==> src/rtl/wdt_pkg.sv <==
package wdt_pkg;

    localparam int          RELOAD_W     = 12;
    localparam logic [11:0] MODE_KEY     = 12'hABC;
    localparam logic [17:0] COUNT_KEY    = 18'h00248;
    localparam logic [31:0] RESTART_WORD = 32'h0000_1999;

    typedef enum logic [1:0] {
        SEL_MODE  = 2'd0,
        SEL_COUNT = 2'd1,
        SEL_KICK  = 2'd2,
        SEL_STAT  = 2'd3
    } reg_sel_e;

    typedef struct packed {
        logic [1:0] plen;
        logic       irq_en;
        logic       rst_en;
        logic       run;
    } mode_cfg_t;

    typedef struct packed {
        logic [RELOAD_W-1:0] reload;
        logic [1:0]          div_sel;
    } count_cfg_t;

    function automatic logic mode_key_ok(input logic [31:0] w);
        return w[23:12] == MODE_KEY;
    endfunction

    function automatic logic count_key_ok(input logic [31:0] w);
        return w[31:14] == COUNT_KEY;
    endfunction

    function automatic logic [4:0] pulse_cycles(input logic [1:0] s);
        return 5'd2 << s;
    endfunction

endpackage

==> src/rtl/wdt_regs.sv <==
module wdt_regs
    import wdt_pkg::*;
(
    input  logic        clk,
    input  logic        rst,
    input  logic        wr_en,
    input  logic [3:0]  addr,
    input  logic [31:0] wdata,
    output mode_cfg_t   mode_q,
    output count_cfg_t  count_q,
    output logic        kick,
    output logic        arm
);
    reg_sel_e sel;
    logic     mode_wr;
    logic     count_wr;

    assign sel = reg_sel_e'(addr[3:2]);

    always_comb begin
        mode_wr  = wr_en && (sel == SEL_MODE)  && mode_key_ok(wdata);
        count_wr = wr_en && (sel == SEL_COUNT) && count_key_ok(wdata);
        kick     = wr_en && (sel == SEL_KICK)  && (wdata == RESTART_WORD);
        arm      = mode_wr && wdata[0] && !mode_q.run;
    end

    always_ff @(posedge clk) begin
        if (rst) begin
            mode_q  <= '0;
            count_q <= '0;
        end else begin
            if (mode_wr) begin
                mode_q.plen   <= wdata[5:4];
                mode_q.irq_en <= wdata[2];
                mode_q.rst_en <= wdata[1];
                mode_q.run    <= wdata[0];
            end
            if (count_wr) begin
                count_q.reload  <= wdata[13:2];
                count_q.div_sel <= wdata[1:0];
            end
        end
    end
endmodule

==> src/rtl/wdt_prescale.sv <==
module wdt_prescale #(
    parameter int PRE_BASE = 3,
    parameter int PRE_STEP = 3
) (
    input  logic       clk,
    input  logic       rst,
    input  logic       run,
    input  logic       clear,
    input  logic [1:0] div_sel,
    output logic       tick
);
    localparam int PRE_W = PRE_BASE + 3 * PRE_STEP;

    logic [PRE_W-1:0] acc;
    logic [PRE_W-1:0] limit [4];

    generate
        for (genvar g = 0; g < 4; g++) begin : g_limit
            assign limit[g] = {PRE_W{1'b1}} >> (PRE_STEP * (3 - g));
        end
    endgenerate

    assign tick = run && (acc >= limit[div_sel]);

    always_ff @(posedge clk) begin
        if (rst || clear) begin
            acc <= '0;
        end else if (run) begin
            acc <= tick ? '0 : acc + 1'b1;
        end
    end
endmodule

==> src/rtl/wdt_counter.sv <==
module wdt_counter
    import wdt_pkg::*;
#(
    parameter int LOW_BITS = 12
) (
    input  logic                clk,
    input  logic                rst,
    input  logic                tick,
    input  logic                load,
    input  logic                clr,
    input  logic [RELOAD_W-1:0] reload,
    output logic                expire,
    output logic                expired
);
    localparam int CNT_W = RELOAD_W + LOW_BITS;

    logic [CNT_W-1:0] cnt;

    assign expire = tick && !load && !expired && (cnt == '0);

    always_ff @(posedge clk) begin
        if (rst) begin
            cnt     <= '0;
            expired <= 1'b0;
        end else begin
            if (load) begin
                cnt <= CNT_W'(reload) << LOW_BITS;
            end else if (tick && !expired && (cnt != '0)) begin
                cnt <= cnt - 1'b1;
            end
            if (clr) begin
                expired <= 1'b0;
            end else if (expire) begin
                expired <= 1'b1;
            end
        end
    end
endmodule

==> src/rtl/wdt_pulse.sv <==
module wdt_pulse
    import wdt_pkg::*;
(
    input  logic       clk,
    input  logic       rst,
    input  logic       fire,
    input  logic [1:0] len_sel,
    output logic       active
);
    logic [4:0] remain;

    assign active = (remain != '0);

    always_ff @(posedge clk) begin
        if (rst) begin
            remain <= '0;
        end else if (fire) begin
            remain <= pulse_cycles(len_sel);
        end else if (active) begin
            remain <= remain - 1'b1;
        end
    end
endmodule

==> src/rtl/wdt_keyed.sv <==
module wdt_keyed
    import wdt_pkg::*;
#(
    parameter int PRE_BASE = 3,
    parameter int PRE_STEP = 3,
    parameter int LOW_BITS = 12
) (
    input  logic        clk,
    input  logic        rst,
    input  logic        wr_en,
    input  logic [3:0]  addr,
    input  logic [31:0] wdata,
    output logic [31:0] rdata,
    output logic        wdt_rst_o,
    output logic        wdt_irq_o
);
    mode_cfg_t  mode_q;
    count_cfg_t count_q;
    logic       kick;
    logic       arm;
    logic       tick;
    logic       expire;
    logic       expired;

    wdt_regs u_regs (
        .clk     (clk),
        .rst     (rst),
        .wr_en   (wr_en),
        .addr    (addr),
        .wdata   (wdata),
        .mode_q  (mode_q),
        .count_q (count_q),
        .kick    (kick),
        .arm     (arm)
    );

    wdt_prescale #(
        .PRE_BASE (PRE_BASE),
        .PRE_STEP (PRE_STEP)
    ) u_pre (
        .clk     (clk),
        .rst     (rst),
        .run     (mode_q.run),
        .clear   (kick || arm),
        .div_sel (count_q.div_sel),
        .tick    (tick)
    );

    wdt_counter #(
        .LOW_BITS (LOW_BITS)
    ) u_cnt (
        .clk     (clk),
        .rst     (rst),
        .tick    (tick),
        .load    (kick || arm),
        .clr     (kick),
        .reload  (count_q.reload),
        .expire  (expire),
        .expired (expired)
    );

    wdt_pulse u_pulse (
        .clk     (clk),
        .rst     (rst),
        .fire    (expire && mode_q.rst_en),
        .len_sel (mode_q.plen),
        .active  (wdt_rst_o)
    );

    assign wdt_irq_o = expired && mode_q.irq_en;

    always_comb begin
        unique case (reg_sel_e'(addr[3:2]))
            SEL_MODE:  rdata = {26'd0, mode_q.plen, 1'b0, mode_q.irq_en,
                                mode_q.rst_en, mode_q.run};
            SEL_COUNT: rdata = {18'd0, count_q.reload, count_q.div_sel};
            SEL_KICK:  rdata = 32'd0;
            SEL_STAT:  rdata = {31'd0, expired};
            default:   rdata = 32'd0;
        endcase
    end
endmodule

==> config.mk <==
export PLATFORM = sky130hd
export DESIGN_NAME = wdt_keyed
export DESIGN_NICKNAME = d
export VERILOG_FILES = /design/src/rtl/wdt_pkg.sv /design/src/rtl/wdt_regs.sv /design/src/rtl/wdt_prescale.sv /design/src/rtl/wdt_counter.sv /design/src/rtl/wdt_pulse.sv /design/src/rtl/wdt_keyed.sv
export SDC_FILE = /design/constraint.sdc
export NUM_CORES = 1
export LEC_CHECK = 0
export BUFFER_PORTS_ARGS = -buffer_cell sky130_fd_sc_hd__buf_2
export CORE_ASPECT_RATIO = 1.25
export CORE_MARGIN = 10
export CORE_UTILIZATION = 50
export DETAILED_ROUTE_END_ITERATION = 10
export GPL_TIMING_DRIVEN = 1
export PLACE_DENSITY = 0.77
export RECOVER_POWER = 50
export SLEW_MARGIN = 20
export SYNTH_ARGS = -nofsm -noshare
export SYNTH_HDL_FRONTEND = slang
export SYNTH_SLANG_ARGS = --single-unit
==> constraint.sdc <==
create_clock -name clk -period 2.5 [get_ports clk]
set_input_delay 0.125 -clock clk [delete_from_list [all_inputs] [get_ports clk]]
set_output_delay 0.125 -clock clk [all_outputs]
set_load 0.01 [all_outputs]
==> impl_results.md <==
* Status: completed
* Root Driver: clkbuf_8
* HPWL after DPL at 6.113 mm
* Fraction of the mapped netlist area in adder cells at 3.563%
* Setup violators final at 0
* Setup WS pre-CTS at 0.04118 ns
* DR iter-0 viols at 129
* Initial Util at 50.96%
* Area growth syn-to-layout at 16.85%
* Crit path kind: flop to flop
* Leakage power at 1.731 nW
* Main combinational cell family by area after synthesis: simple AND/OR/NAND/NOR gates
* Max Buffers Root-to-Sink at 2
* HP Class: primary input to flop
* Seq cells post-synth at 61
* Clock tree from TritonCTS: built
* CTS sink count at 61
* Rel. slew slack at 47.57%
* Synthesized instance count at 410
* Worst skew pair latency at 0.35 ns
* Drt first pass iters at 4
* Slowest stage delay, CP at 0.39 ns
* Total die area at 10800 µm²
* Final Hold Vio Count at 0
* Required @ worst endpoint at 2.76 ns
* Post-CTS Setup Repair Bufs at 0
* Gr usage total at 15.29%
* Reg clk slew, reported paths at 0.08 ns
* CP Max Fanout at 7
* Slowest CP cell: dfxtp_2
* Total power at 2.483 mW
* Overall die width at 94.96 µm
* Vias at 2938
* Utilization after layout at 59.55%
* Global-route wire length before repair at 13.58 mm
* Initial antenna violation count at 0
* Die H at 113.7 µm
* Crit path arrival time at 2.63 ns
* Crit path capture type: flop
* Mean Syn Cell Area at 8.566 µm²
* Hold_ws at 0.02003 ns
* Gr ovfl total at 0
* CTS buffer count at 9
* Fin. max-slew vios at 0
* Final Cycle Share at 94.91%
* Row count at 34
* RD Place Congestion at 0.8177
* Port Buffers at 52
* Via density at 5.200
* DRT antenna net count at 0
* Fillers at 625
* Post-synthesis sequential area ratio at 34.77%
* Multiplexer share of the synthesized area at 7.196%
* Nets@finish at 519
* Simple-gate share of the synthesized area at 30.89%
* Final min period at 2.373 ns
* Final wirelength at 7.934 mm
* Worst-Margin Slew at 0.7864 ns
* Post-synth EDFFs at 0
* Power per cell area at 605.1 nW/µm²
* Number of global-route vias before repair at 2984
* Skew final at 0.01246 ns
* Diodes inserted at 0
* Worst setup SP type: flop
* CORE AREA at 6892 µm²
* Top delay family on crit path: compound AO/OA/AOI/OAI gates
* Final non-filler cell total at 565
* Cells along the critical path: nand2_1 > ha_1 > nand3_2 > o22ai_2 > a22oi_1 > buf_4 > a21oi_4 > nor4b_4 > xnor2_1 > a211oi_1
* Largest net degree at the start of global routing at 41
* Max frequency at 421.4 MHz
* Max Cap Viol at 0
* Share of cells above drive strength 1 at 19.79%
* Synthesis warning total at 0
* Post-Synth XOR/XNOR Area at 8.978%
* DRC at 0
* Placed Cells at 549
* Drt wl/cell at 14.04 µm
* Final setup margin at 0.1272 ns
* Compound-gate portion of the synthesized area at 7.588%
* Mapped Area at 3512 µm²
* H-tree depth at 3
* Synth async-reset ratio at 0%
* Unique cell type count in the Yosys netlist at 56
* VDD IR-drop max at 518.9 µV
* CP Buf/Inv Count at 1
* Main synth FF type: dfxtp_1
* Boundary Pins at 73
## logic make-up after synthesis
group           Yosys count
fa+ha+maj                10
buf+inv                  44
compound gates           34
other cells               1
mux                      25
simple gates            199
xor+xnor                 36
flops                    61
## flip-flops by register name, summed over array words and instances (netlist names)
register and count:
u_cnt.cnt 24, u_regs.count_q 14, u_pre.acc 12, u_pulse.remain 5
u_regs.mode_q 5, u_cnt.expired 1
## cell usage in the layout (no fill, tap or decap), types with 3 or more instances in the layout
cell type	Yosys	final
nand2_1	25	25
xor2_1	19	19
and3_1	3	3
and2_0	0	4
or3_1	5	5
inv_1	10	10
nor4_4	3	3
mux2i_1	23	23
buf_2	2	42
a211oi_1	11	11
buf_4	18	11
nor4_1	5	6
nor2_1	84	83
xnor2_1	17	17
nor4b_1	3	3
nand4_1	6	6
dfxtp_1	61	59
nand3_1	14	13
nor3_1	16	15
a21oi_1	7	7
and2_1	10	6
conb_1	1	18
ha_1	10	10
clkinv_4	0	3
clkbuf_8	0	9
bufinv_16	0	3
clkbuf_1	12	13
## metrics by stage
| step | instance area, µm² | TNS, ns |
|---|---|---|
| final | 4104 | 0 |
| after global routing | 4104 | -0.1707 |
| after CTS | 4106 | 0 |
| after detailed placement | 3856 | 0 |
| after global placement | 3856 | 0 |
| after floorplan | 3585 | 0 |
## layout make-up
cell class                 count  area (µm²)  share of cell area (%)
multi-input combinational    322        2141                   52.16
sequential                    61        1224                   29.82
timing repair buffer          66       341.6                   8.323
clock buffer                   9       123.9                   3.018
clock inverter                 7       123.9                   3.018
tap                           90       112.6                   2.744
inverter                      10       37.54                  0.9146
## path summary, 6_finish.rpt
kind	start	to	slack (ns)	depth (start not counted)
worst max-delay path	u_regs.count_q[0]$_SDFFE_PP0P_	u_cnt.cnt[14]$_SDFFE_PP0P_	0.13	10
worst min register to register	u_cnt.cnt[1]$_SDFFE_PP0P_	u_cnt.cnt[1]$_SDFFE_PP0P_	0.52	2
worst max register to register	u_regs.count_q[0]$_SDFFE_PP0P_	u_cnt.cnt[14]$_SDFFE_PP0P_	0.13	10
worst min-delay path	wdata[8]	u_regs.count_q[8]$_SDFFE_PP0P_	0.02	3
## worst min-delay path, delay by kind of cell
kind          cells  cell delay [ns]
mux               1             0.05
buf+inv           1             0.08
simple gates      1             0.07
## cells in the mapped netlist, types with 7 or more instances
| library cell | instances | share of area (%) |
|---|---|---|
| clkbuf_1 | 12 | 1.3 |
| inv_1 | 10 | 1.1 |
| a21oi_1 | 7 | 1.0 |
| mux2i_1 | 23 | 6.6 |
| nand3_1 | 14 | 2.0 |
| buf_4 | 18 | 3.8 |
| xor2_1 | 19 | 4.7 |
| ha_1 | 10 | 3.6 |
| nand2_1 | 25 | 2.7 |
| xnor2_1 | 17 | 4.2 |
| nor3_1 | 16 | 2.3 |
| nor2_1 | 84 | 9.0 |
| dfxtp_1 | 61 | 35 |
| and2_1 | 10 | 1.8 |
| a211oi_1 | 11 | 2.4 |
## power breakdown
part           total [mW]  internal [mW]  switching, mW
Clock                1.08          0.667          0.418
Combinational       0.354          0.164          0.190
Sequential           1.04           1.01         0.0344
Total                2.48           1.84          0.643
## timing repair
item,CTS,global route
hold buffers,0,0
cloned,0,0
gates resized for setup,1,6
pin swaps,0,2
setup endpoints to repair,1,20
## layer usage
layer | vias to the layer above | part of all wire [%] | GRT usage [%]
li1 | 1497 | - | -
met1 | 1359 | 44 | 18.38
met2 | 70 | 48 | 24.72
met3 | 12 | 5.8 | 4.865
met4 | 0 | 1.7 | 5.800
met5 | - | 0 | 0
Power figures use the tool's default switching activity.
